==> config.mk <==
export PLATFORM = sky130hd
export DESIGN_NAME = fpcsr_unit
export DESIGN_NICKNAME = d
export VERILOG_FILES = /design/src/rtl/fpcsr_pkg.sv /design/src/rtl/fpcsr_rst_sync.sv /design/src/rtl/fpcsr_ctrl_reg.sv /design/src/rtl/fpcsr_flag_reg.sv /design/src/rtl/fpcsr_unit.sv
export SDC_FILE = /design/constraint.sdc
export NUM_CORES = 1
export LEC_CHECK = 0
export ABC_AREA = 1
export BUFFER_PORTS_ARGS = -buffer_cell sky130_fd_sc_hd__buf_2
export CAP_MARGIN = 10
export CORE_AREA = 2 2 62 53
export DETAILED_ROUTE_END_ITERATION = 8
export DIE_AREA = 0 0 64 55
export GPL_TIMING_DRIVEN = 1
export HOLD_SLACK_MARGIN = 0.08
export PLACE_DENSITY = 0.73
export SETUP_SLACK_MARGIN = 0.05
export SLEW_MARGIN = 25
export SYNTH_ARGS = -nofsm -noshare
export SYNTH_HDL_FRONTEND = slang
export SYNTH_SLANG_ARGS = --single-unit
==> constraint.sdc <==
create_clock -name clk -period 0.85 [get_ports clk]
set_input_delay 0.1275 -clock clk [delete_from_list [all_inputs] [get_ports clk]]
set_output_delay 0.1275 -clock clk [all_outputs]
set_load 0.05 [all_outputs]
==> src/rtl/fpcsr_pkg.sv <==
package fpcsr_pkg;
  localparam int XLEN   = 32;
  localparam int NFLAG  = 5;
  localparam int RM_LSB = 8;
  localparam int QUAL_BIT = 31;

  localparam int FLG_INV = 0;
  localparam int FLG_DZ  = 1;

  localparam logic [XLEN-1:0] CTRL_RESET = 32'h0000_0100;
  localparam logic [XLEN-1:0] CTRL_MASK  = 32'h0000_0303;

  typedef enum logic [1:0] {
    RND_ZERO = 2'b00,
    RND_NEAR = 2'b01,
    RND_POS  = 2'b10,
    RND_NEG  = 2'b11
  } rnd_mode_e;
endpackage

==> src/rtl/fpcsr_rst_sync.sv <==
module fpcsr_rst_sync #(
  parameter int STAGES = 2
) (
  input  logic clk,
  input  logic rst_n,
  output logic rst_n_sync
);
  logic [STAGES-1:0] sync_q;
  logic [STAGES-1:0] sync_d;

  always_comb begin
    sync_d = {sync_q[STAGES-2:0], 1'b1};
  end

  always_ff @(posedge clk or negedge rst_n) begin
    if (!rst_n) sync_q <= '0;
    else        sync_q <= sync_d;
  end

  assign rst_n_sync = sync_q[STAGES-1];
endmodule

==> src/rtl/fpcsr_ctrl_reg.sv <==
module fpcsr_ctrl_reg
  import fpcsr_pkg::*;
(
  input  logic            clk,
  input  logic            rst_n,
  input  logic            wr_en,
  input  logic [XLEN-1:0] wdata,
  input  logic            dp_flag_vld,
  input  logic [1:0]      dp_trap_flags,
  output logic [XLEN-1:0] ctrl_o,
  output rnd_mode_e       round_mode_o,
  output logic            trap_o
);
  logic [XLEN-1:0] ctrl_q, ctrl_d;
  logic            ctrl_en;
  logic            trap_q, trap_d;

  always_comb begin
    ctrl_en = wr_en;
    ctrl_d  = wdata & CTRL_MASK;
    trap_d  = dp_flag_vld &
              ((dp_trap_flags[FLG_INV] & ctrl_q[FLG_INV]) |
               (dp_trap_flags[FLG_DZ]  & ctrl_q[FLG_DZ]));
  end

  always_ff @(posedge clk or negedge rst_n) begin
    if (!rst_n) begin
      ctrl_q <= CTRL_RESET;
    end else if (ctrl_en) begin
      ctrl_q <= ctrl_d;
    end
  end

  always_ff @(posedge clk or negedge rst_n) begin
    if (!rst_n) trap_q <= 1'b0;
    else        trap_q <= trap_d;
  end

  assign ctrl_o       = ctrl_q;
  assign round_mode_o = rnd_mode_e'(ctrl_q[RM_LSB+1:RM_LSB]);
  assign trap_o       = trap_q;

  // rounding output follows the written field one cycle later
  p_round_follow_r3: assert property (@(posedge clk) disable iff (!rst_n)
    wr_en |=> (round_mode_o == $past(wdata[RM_LSB+1:RM_LSB])));

  // a trap pulse needs a strobe in the preceding cycle
  p_trap_cause_r8: assert property (@(posedge clk) disable iff (!rst_n)
    trap_o |-> $past(dp_flag_vld));

  // no trap when neither trapping flag arrived
  p_trap_quiet_r8: assert property (@(posedge clk) disable iff (!rst_n)
    (dp_trap_flags == 2'b00) |=> !trap_o);
endmodule

==> src/rtl/fpcsr_flag_reg.sv <==
module fpcsr_flag_reg
  import fpcsr_pkg::*;
(
  input  logic             clk,
  input  logic             rst_n,
  input  logic             wr_en,
  input  logic             wr_qual,
  input  logic [NFLAG-1:0] wr_flags,
  input  logic             dp_flag_vld,
  input  logic [NFLAG-1:0] dp_flags,
  output logic [NFLAG-1:0] flags_o
);
  logic [NFLAG-1:0] flags_q, flags_d, base;
  logic             sw_wr;
  logic             flags_en;

  always_comb begin
    sw_wr    = wr_en & wr_qual;
    base     = sw_wr ? wr_flags : flags_q;
    flags_d  = base | (dp_flag_vld ? dp_flags : '0);
    flags_en = sw_wr | dp_flag_vld;
  end

  always_ff @(posedge clk or negedge rst_n) begin
    if (!rst_n) begin
      flags_q <= '0;
    end else if (flags_en) begin
      flags_q <= flags_d;
    end
  end

  assign flags_o = flags_q;

  // a qualified write alone loads the written bits
  p_qual_load_r4: assert property (@(posedge clk) disable iff (!rst_n)
    (sw_wr && !dp_flag_vld) |=> (flags_o == $past(wr_flags)));

  // without qualified write or strobe the flags hold
  p_hold_r5: assert property (@(posedge clk) disable iff (!rst_n)
    (!sw_wr && !dp_flag_vld) |=> $stable(flags_o));

  // flags only accumulate unless software overwrites them
  p_sticky_r6: assert property (@(posedge clk) disable iff (!rst_n)
    !sw_wr |=> ((flags_o & $past(flags_o)) == $past(flags_o)));

  // coincident datapath flags survive a software write
  p_merge_r7: assert property (@(posedge clk) disable iff (!rst_n)
    (sw_wr && dp_flag_vld) |=> ((flags_o & $past(dp_flags)) == $past(dp_flags)));
endmodule

==> src/rtl/fpcsr_unit.sv <==
module fpcsr_unit
  import fpcsr_pkg::*;
#(
  parameter int                ADDR_W      = 12,
  parameter logic [ADDR_W-1:0] CTRL_ADDR   = 12'h300,
  parameter logic [ADDR_W-1:0] STAT_ADDR   = 12'h301,
  parameter int                SYNC_STAGES = 2
) (
  input  logic              clk,
  input  logic              rst_n,
  input  logic              bus_wr_en,
  input  logic [ADDR_W-1:0] bus_addr,
  input  logic [XLEN-1:0]   bus_wdata,
  output logic [XLEN-1:0]   bus_rdata,
  input  logic              dp_flag_vld,
  input  logic [NFLAG-1:0]  dp_flags,
  output logic [1:0]        round_mode_o,
  output logic              trap_req_o
);
  logic            rst_n_s;
  logic            ctrl_sel, stat_sel;
  logic [XLEN-1:0] ctrl_val;
  logic [NFLAG-1:0] flag_val;
  rnd_mode_e       rnd;

  fpcsr_rst_sync #(.STAGES(SYNC_STAGES)) u_rst (
    .clk(clk), .rst_n(rst_n), .rst_n_sync(rst_n_s)
  );

  always_comb begin
    ctrl_sel = (bus_addr == CTRL_ADDR);
    stat_sel = (bus_addr == STAT_ADDR);
  end

  fpcsr_ctrl_reg u_ctrl (
    .clk(clk), .rst_n(rst_n_s),
    .wr_en(bus_wr_en & ctrl_sel),
    .wdata(bus_wdata),
    .dp_flag_vld(dp_flag_vld),
    .dp_trap_flags(dp_flags[1:0]),
    .ctrl_o(ctrl_val),
    .round_mode_o(rnd),
    .trap_o(trap_req_o)
  );

  fpcsr_flag_reg u_flags (
    .clk(clk), .rst_n(rst_n_s),
    .wr_en(bus_wr_en & stat_sel),
    .wr_qual(bus_wdata[QUAL_BIT]),
    .wr_flags(bus_wdata[NFLAG-1:0]),
    .dp_flag_vld(dp_flag_vld),
    .dp_flags(dp_flags),
    .flags_o(flag_val)
  );

  assign round_mode_o = rnd;

  always_comb begin
    bus_rdata = '0;
    if (ctrl_sel)      bus_rdata = ctrl_val;
    else if (stat_sel) bus_rdata[NFLAG-1:0] = flag_val;
  end

  // a write elsewhere leaves the control register untouched
  p_other_addr_r9: assert property (@(posedge clk) disable iff (!rst_n_s)
    (!(bus_wr_en && ctrl_sel)) |=> $stable(ctrl_val));
endmodule

---- Yosys cells after proc, flatten, opt, wreduce, memory -nomap -nowiden ----
Cells that the tools add are included.
word-level totals
  logic and storage cells ................. 20
  output and inout bits ................... 35
  RAM bits ................................ 0
  register bits after elaboration ......... 12
  memories kept ........................... 0
  memory bits (read-only) ................. 0
  bits in latches ......................... 0
  input port bits ......................... 53
operators by class
  multiplexer cells ....................... 5
  divide/modulo/power cells ............... 0
  $mul .................................... 0
  bitwise operators ....................... 9
  order comparisons ....................... 0
  reductions and logical operators ........ 0
  shifts and indexed selects .............. 0
  eq/ne operators ......................... 2
  $add $sub $neg .......................... 0
operator list
  kind                    count
  $mux W5                 5
  $eq A12 B10 Y1 const B  2
  $and A1 B1 Y1           6
  $or A5 B5 Y5            1
  $or A1 B1 Y1            2

---- Logic depth before layout (Yosys ltp) ----
Gate-level depths: netlist (run 1).
  depth in word-level cells ............... 5
  depth in mapped cells ................... 8
  gate-level depth less buffers ........... 7

---- By module ----
From an unflattened synthesis (run 1), not the netlist that was laid out.
unflattened totals
  cells, all modules ...................... 174
  area total of the unflattened synthesis .. 1128.6 um^2
by module, submodules not included
  module          times used  area an instance (um^2)  cells an instance
  fpcsr_unit      1           434.2                    93
  fpcsr_ctrl_reg  1           421.7                    52
  fpcsr_flag_reg  1           219.0                    26
  fpcsr_rst_sync  1           53.8                     3

---- Worst setup path after synthesis (run 1) ----
Ideal clock, no wire load.
  path type ............................... input to output
  from .................................... in bus_addr[7]
  to ...................................... out bus_rdata[2]
  required time ........................... 722 ps
  arrival time ............................ 1318 ps
  cell stages on the path ................. 6
  path buffers ............................ 1
  setup slack ............................. -595 ps
  cell sequence ........................... nor2_1 > nand2_1 > nor2_4 > buf_6 > nand2_1 > nor2_1
on the way
  word-level cells in the longest chain between the ends .. 3
ends and longest elaborated chain
  item             RTL line          RTL
  start, declared  fpcsr_unit.sv:12  input logic [ADDR_W-1:0] bus_addr,
  $eq A12 B10 Y1   fpcsr_unit.sv:32  stat_sel = (bus_addr == STAT_ADDR);
  $mux W5          fpcsr_unit.sv:61  else if (stat_sel) bus_rdata[NFLAG-1:0] = flag_val;
  $mux W5 (*)      fpcsr_unit.sv:60  if (ctrl_sel) bus_rdata = ctrl_val;
  end, declared    fpcsr_unit.sv:14  output logic [XLEN-1:0] bus_rdata,
Every way passes the cells marked *; elsewhere a longest branch is shown, timed or not.

---- Worst setup path after layout (run 1) ----
  from .................................... reg u_ctrl.ctrl_q[8], in the netlist u_ctrl.ctrl_o[8]
  to ...................................... out bus_rdata[8]
on the way
  word-level cells in the longest chain between the ends .. 1
ends and longest elaborated chain
  item                    RTL line              RTL
  start, declared         fpcsr_ctrl_reg.sv:14  logic [XLEN-1:0] ctrl_q, ctrl_d;
  start signal, assigned  fpcsr_ctrl_reg.sv:30  ctrl_q <= ctrl_d;
  $mux W5                 fpcsr_unit.sv:60
No other way between the ends.

==> results.toml, run 1 <==
[finish]
fin_nets = 226
post-route-util = 0.5241
area_growth_pct = 71.89
fill_cells = 269
drive_gt1_frac = 0.5640
instances_no_fill = 212
mostFrequentLayoutCells = "26 x conb_1, 24 x buf_2, 13 x buf_6"
antenna-diode-count = 0
stdcell_area_um2 = 1523
final_common_cell = "conb_1"

[global_route]
grt_pass1_vias = 836
grt_pass1_wl_um = 3594
grt-ovfl-total = 0
grt_usage = 0.1344
grt_max_degree = 11
antenna_found_initial = 0

[detailed_routing]
vias = 884
drt-total-wl_um = 2294
dr.pass1.iters = 4
wl_per_cell_um = 10.82
viasPerCell = 4.170
drcViolationCount = 0
postRouteAntennaNets = 0
drtIter0Drc = 20

[die]
die-area_um2 = 3520
die_x_um = 64
io_pins = 88
die_height_um = 55
coreArea_um2 = 2905
std_cell_rows = 18
initial_utilization = 0.3049

[worst_setup_path]
cp-end-kind = "output pin"
worst-setup-path-type = "reg2out"
arrival_ps = 1090
cp_data_required_time_ps = 720
cp_max_fo = 2
worstSetupStartpointType = "flip-flop"

[clock_network]
clk_pin_slew_ps = 80
cts_made_buffers = 3
insertion_delay_ps = 280
cts_tree = "built"
cts_root_buf = "clkbuf_4"
h-tree-depth = 1
clockBufferDepth = 2
cts.sink_count = 12

[job]
maxCapViolations = 0

[place]
numPlacedInstances = 197
dp_slack_ps = -459.9
port_buffers = 38
place.gp.congestion = 0.8409
postPlaceCellArea_um2 = 1179
hpwl_um = 1589

[synthesis]
yosysWarnings = 0
syn_avg_cell_area_um2 = 7.771
synth_cell_types = 19
synth-seq-cells = 12
netlist_area_um2 = 885.9
ys_seq_area_frac = 0.3404
synthCells = 114

[timing]
fmax_ghz = 0.8211
timing.hold.ws_ps = 102.9
hold_viol_final = 0
min_period_ps = 1218
worst_slack_ps = -367.8
setup_tns_ps = -3407
setup-violations-final = 18
slew_violations = 0
skew_ps = 9.480
rsz0062_at_grt = "true"
fin_crit_sh = 1.433

[pwr]
power_mw = 1.484
vdd_drop_max_mv = 0.7226
leakagePower_nw = 0.7240
p_per_area_nw_per_um2 = 974.8

[hold_path]
min_path_type = "in2reg"

[outcome]
status = "finished, violations left"
violations = "setup timing"
-- Yosys cell counts, drive strengths merged --
library cell  count  area, um^2
dfstp             1       26.28
nand3             8       70.06
nor2             11       56.30
o22ai             1       6.260
conb              2       7.510
dfrtp            11       275.3
nand2            25       96.35
inv              14       52.55
buf              28       214.0
o21ai             6       37.53
nand4             7       43.79
-- final timing paths --
path	from	to	slack, ps	cells past startpoint
min in group asynchronous	u_rst.sync_q[1]	u_flags.flags_o[0]	150	0
worst min register to register	u_rst.sync_q[1]	u_flags.flags_o[0]	150	0
worst min-delay path	bus_wdata[0]	u_ctrl.ctrl_o[0]	100	3
worst max register to register	u_ctrl.ctrl_o[8]	u_ctrl.ctrl_o[8]	20	3
max in group asynchronous	u_rst.sync_q[1]	u_ctrl.ctrl_o[8]	380	0
worst max-delay path	u_ctrl.ctrl_o[8]	bus_rdata[8]	-370	3
-- power breakdown --
part,internal [mW],switching [mW]
Clock,0.261,0.192
Combinational,0.108,0.337
Sequential,0.577,0.00999
-- state kept, by name (all words and copies together) (netlist names) --
name             flops
u_ctrl.trap_o        1
u_rst.sync_q         2
u_ctrl.ctrl_o        4
u_flags.flags_o      5
-- layer usage --
| metal | part of all wire | up-vias | track usage | wire length, um |
|---|---|---|---|---|
| li1 | - | 423 | - | - |
| met1 | 0.38 | 414 | 0.1460 | 878 |
| met2 | 0.52 | 43 | 0.2552 | 1198 |
| met3 | 0.085 | 4 | 0.04251 | 194 |
| met4 | 0.010 | 0 | 0.04348 | 23 |
| met5 | 0 | - | 0 | 0 |
-- cells by family after synthesis --
family	share of synthesized area
flip-flops	0.3404
buffers and inverters	0.3008
AND/OR/NAND/NOR	0.3008
AO/OA/AOI/OAI	0.04943
other	0.008478
-- layout make-up --
cell class | instances | area [um^2] | area share
Timing Repair Buffer | 58 | 514.2 | 0.3377
Inverter | 14 | 52.55 | 0.03451
Tap cell | 40 | 50.05 | 0.03287
Sequential cell | 12 | 301.5 | 0.1980
Clock buffer | 4 | 36.28 | 0.02383
Multi-Input combinational cell | 84 | 568.0 | 0.3730
-- worst max-delay path: stages, from the launching register on --
cell and delay, ps:
dfstp_2 540, inv_2 40, nor2_4 80, buf_8 150
-- timing repair --
item | in CTS | in global routing
setup buffers | 2 | 3
setup endpoints to repair | 17 | 20
gates resized for setup | 36 | 20
endpoints found under the hold margin | 6 | 1
hold buffers | 5 | 1
pin swaps | 10 | 4
Power figures use the tool's default switching activity.
==> run 2, diff against run 1 <==
- CAP_MARGIN: 10 -> default
- PLACE_DENSITY: 0.73 -> 0.83
==> run 2 against run 1 <==
Net effect: the flow still finishes with violations (setup timing); critical endpoint unchanged; setup slack worse by 12 ps; first-iteration DRC count is 55% lower; combinational power is 2% lower; register-to-register slack hardly changed; highest routed layer is now met3; die area stayed put.
==> results.toml, run 2 (same netlist as run 1, synthesis figures left out) <==
[detailed_routing]
dr.pass1.iters = 2
drtIter0Drc = 9
viasPerCell = 3.913
drcViolationCount = 0
vias = 814
drt-total-wl_um = 1984
postRouteAntennaNets = 0
wl_per_cell_um = 9.538

[timing]
rsz0062_at_grt = "true"
min_period_ps = 1230
setup_tns_ps = -4093
fin_crit_sh = 1.447
worst_slack_ps = -379.7
hold_viol_final = 0
timing.hold.ws_ps = 88.38
skew_ps = 6.002
slew_violations = 0
fmax_ghz = 0.8132
setup-violations-final = 19

[die]
io_pins = 88
die_x_um = 64
die-area_um2 = 3520
coreArea_um2 = 2905
std_cell_rows = 18
initial_utilization = 0.3049
die_height_um = 55

[worst_setup_path]
crit_path_start = "u_ctrl.ctrl_o[8]"
worstSetupEndpoint = "bus_rdata[8]"
worst-setup-path-type = "reg2out"
cp_data_required_time_ps = 720
cp_max_fo = 2
reg2reg_to = "u_ctrl.ctrl_o[8]"
worstSetupStartpointType = "flip-flop"
reg2reg_depth = 3
reg2reg_slack_ps = 20
slowest_delay_ps = 540
cpMaxStageDelayCell = "dfstp_2"
path_cells = "inv_2, nor2_4, buf_8"
arrival_ps = 1100
cp-end-kind = "output pin"
r2r_start = "u_ctrl.ctrl_o[8]"

[pwr]
power_mw = 1.477
p_per_area_nw_per_um2 = 1059
leakagePower_nw = 0.7081
vdd_drop_max_mv = 0.9688

[finish]
fin_nets = 222
final_common_cell = "conb_1"
area_growth_pct = 57.49
antenna-diode-count = 0
stdcell_area_um2 = 1395
mostFrequentLayoutCells = "26 x conb_1, 23 x buf_2, 20 x nand2_1"
largest_reg_flops = 5
drive_gt1_frac = 0.4643
instances_no_fill = 208
post-route-util = 0.4802

[global_route]
grt_pass1_vias = 770
grt_max_degree = 11
antenna_found_initial = 0
grt_usage = 0.1181
grt-ovfl-total = 0
grt_pass1_wl_um = 3194

[clock_network]
cts_tree = "built"
clockBufferDepth = 2
cts_root_buf = "clkbuf_4"
h-tree-depth = 1
clk_pin_slew_ps = 80
cts.sink_count = 12
cts_made_buffers = 3
insertion_delay_ps = 270

[hold_path]
min_path_type = "in2reg"

[place]
hpwl_um = 1607
dp_slack_ps = -470.3
numPlacedInstances = 198
place.gp.congestion = 0.7618
postPlaceCellArea_um2 = 1174
port_buffers = 38

[outcome]
violations = "setup timing"
status = "finished, violations left"

[job]
maxCapViolations = 0
## run 2: worst min-delay path by stage
stage / slack (ps) / cells past startpoint / endpoint / startpoint
floorplan: -170 / 0 / u_rst.sync_q[0] / rst_n
global route: 90 / 3 / u_ctrl.ctrl_o[9] / bus_wdata[9]
global placement: -80 / 1 / u_rst.sync_q[0] / rst_n
finish: 90 / 3 / u_ctrl.ctrl_o[9] / bus_wdata[9]
detailed placement: -80 / 1 / u_rst.sync_q[0] / rst_n
CTS: 80 / 3 / u_ctrl.ctrl_o[9] / bus_wdata[9]
## run 2: final cells by class
type / instances / area, um^2
clock buffer: 4 / 36.28
fill: 292 / 1510
inverter: 14 / 52.55
multi-input combinational: 84 / 511.7
sequential: 12 / 301.5
tap: 40 / 50.05
timing repair buffer: 54 / 442.9
## run 2: what timing repair did
action                                 4_1_cts  5_1_grt
setup buffers                                0        1
gates resized for setup                     29        6
hold buffers                                 5        0
setup endpoints to repair                   19       19
pin swaps                                    8        7
endpoints found under the hold margin        6        0
## run 2: where the power goes
| group | internal, mW | total (mW) | switching, mW | leakage [nW] |
|---|---|---|---|---|
| Sequential | 0.576 | 0.587 | 0.0101 | 0.133 |
| Combinational | 0.110 | 0.438 | 0.328 | 0.554 |
| Clock | 0.260 | 0.452 | 0.192 | 0.0210 |
| Total | 0.947 | 1.48 | 0.531 | 0.708 |
## run 2: layer usage
layer | up-vias | GRT usage | wire (um)
li1 | 417 | - | -
met4 | 0 | 0.01087 | 0
met2 | 35 | 0.2326 | 1010
met3 | 0 | 0.05263 | 194
met1 | 362 | 0.1225 | 780
met5 | - | 0 | 0
## run 2: critical path, delay by kind of cell (launching register included)
| family | cells | cell delay [ps] |
|---|---|---|
| DFF | 1 | 540 |
| buffers and inverters | 2 | 190 |
| and+or+nand+nor | 1 | 100 |
==> run 3, diff against run 2 <==
==> constraint.sdc (replaced) <==
create_clock -name clk -period 0.85 [get_ports clk]
set_input_delay 0.17 -clock clk [delete_from_list [all_inputs] [get_ports clk]]
set_output_delay 0.17 -clock clk [all_outputs]
set_load 0.05 [all_outputs]
==> run 3 against run 2 <==
Net effect: the flow still finishes with violations (setup timing); cell count increased by 0.48%; clock power decreased by 2%; routed wire length increased by 4.0%; total power decreased by 0.79%; critical path depth increased by 5; die area unchanged; first-iteration DRC count increased by 11%; register-to-register slack about the same; sequential share of layout area decreased by 0.78 points; clock-buffer cell count unchanged; final area increased by 3.8%; combinational power about the same; critical endpoint is now bus_rdata[1]; highest routed layer is now met4.
==> results.toml, run 3 (same netlist as run 1, synthesis figures left out) <==
[detailed_routing]
drtIter0Drc = 10
drcViolationCount = 0
postRouteAntennaNets = 0
drt-total-wl_um = 2063
viasPerCell = 3.933
vias = 822
dr.pass1.iters = 4
wl_per_cell_um = 9.871

[global_route]
grt_pass1_vias = 752
grt-ovfl-total = 0
grt_pass1_wl_um = 3063
antenna_found_initial = 0
grt_max_degree = 11
grt_usage = 0.1160

[clock_network]
clk_pin_slew_ps = 70
clockBufferDepth = 2
cts.sink_count = 12
cts_root_buf = "clkbuf_4"
cts_made_buffers = 3
insertion_delay_ps = 270
cts_tree = "built"
h-tree-depth = 1

[worst_setup_path]
worst-setup-path-type = "in2out"
cp-end-kind = "output pin"
cp_max_fo = 6
cp_data_required_time_ps = 680
arrival_ps = 1080
worstSetupStartpointType = "input port"

[pwr]
vdd_drop_max_mv = 1.020
p_sw_mw = 0.5288
p_int_mw = 0.9368
combinationalPowerShare = 0.297
seqPwrFrac = 0.400
power_frac_clock = 0.303
swShare = 0.3608
p_per_area_nw_per_um2 = 1012
leakagePower_nw = 0.7196

[die]
die_height_um = 55
io_pins = 88
die_x_um = 64
initial_utilization = 0.3049
die-area_um2 = 3520
std_cell_rows = 18
coreArea_um2 = 2905

[timing]
setup_tns_ps = -4137
hold_viol_final = 0
min_period_ps = 1254
worst_slack_ps = -404.1
slew_violations = 0
rsz0062_at_grt = "true"
fmax_ghz = 0.7974
timing.hold.ws_ps = 107.7
skew_ps = 4.864
setup-violations-final = 19
fin_crit_sh = 1.475

[place]
dp_slack_ps = -523.1
hpwl_um = 1634
postPlaceCellArea_um2 = 1234
place.gp.congestion = 0.7628
port_buffers = 38

[finish]
antenna-diode-count = 0
fill_cells = 277
mostFrequentLayoutCells = "26 x conb_1, 24 x buf_2, 14 x nand2_1, 14 x buf_6, 12 x buf_4"
multi_input_area_um2 = 561.8
final_common_cell = "conb_1"
regArea_um2 = 301.5
area_growth_pct = 63.42
fin_nets = 223
stdcell_area_um2 = 1448
largest_reg_flops = 5
drive_gt1_frac = 0.5680

[outcome]
status = "finished, violations left"
violations = "setup timing"

[hold_path]
min_path_type = "in2reg"

[job]
maxCapViolations = 0
## run 3: cell types whose count changed in the layout (fill, tap and decap cells not counted), sizes merged
| cell | delta |
|---|---|
| dlygate4sd3 | -4 |
| buf | +5 |
## run 3: routing by layer
layer | global-route usage | wire length [um] | vias to the layer above | share of wire
li1 | - | - | 415 | -
met1 | 0.1155 | 812 | 376 | 0.39
met2 | 0.2257 | 1090 | 29 | 0.53
met3 | 0.04453 | 153 | 2 | 0.074
met4 | 0.04348 | 7 | 0 | 0.0034
met5 | 0 | 0 | - | 0
## run 3: what timing repair did
item                                   CTS  global route
endpoints found under the hold margin    2             0
pin swaps                                7            10
setup endpoints to repair               16            20
hold buffers                             1             0
gates resized for setup                 30            16
setup buffers                            1             2
## run 3: critical path, stage by stage
cell and delay [ps]:
buf_6 100, nor2_4 90, nand2_2 70, nor2_4 130, buf_12 130, nand4_1 130, o21ai_4 90, buf_6 170
## run 3: cell type report
class                   count  share of cell area
clock buffers               4             0.02506
inverters                  14             0.03803
flip-flops and latches     12              0.2083
well taps                  40             0.03457
multi-input cells          84              0.3881
repair buffers             55              0.3060
## run 3: path summary, 6_finish.rpt
| kind | startpoint | to | slack (ps) | depth (start not counted) |
|---|---|---|---|---|
| min in group asynchronous | u_rst.sync_q[1] | u_flags.flags_o[0] | 150 | 0 |
| hold reg to reg | u_rst.sync_q[1] | u_flags.flags_o[0] | 150 | 0 |
| setup / recovery | bus_addr[10] | bus_rdata[1] | -400 | 8 |
| hold / removal | bus_wdata[8] | u_ctrl.ctrl_o[8] | 110 | 3 |
| max in group asynchronous | u_rst.sync_q[1] | u_ctrl.ctrl_o[8] | 380 | 0 |
| setup reg to reg | u_ctrl.ctrl_o[8] | u_ctrl.ctrl_o[8] | 10 | 3 |
## run 3: power groups by stage
stage	sequential, mW	combinational, mW	clock (mW)
after floorplan	0.596	0.393	0
after global placement	0.598	0.405	0
after detailed placement	0.598	0.409	0
after CTS	0.587	0.424	0.467
after global routing	0.589	0.461	0.507
final	0.586	0.435	0.445
## run 3: per-stage QoR
step / instances / util / power, mW
after detailed placement: 202 / 0.4246 / 1.007
after global routing: 209 / 0.4983 / 1.557
after floorplan: 138 / - / 0.9890
after global placement: 202 / 0.4246 / 1.002
final: 209 / 0.4983 / 1.466
after CTS: 208 / 0.4776 / 1.478
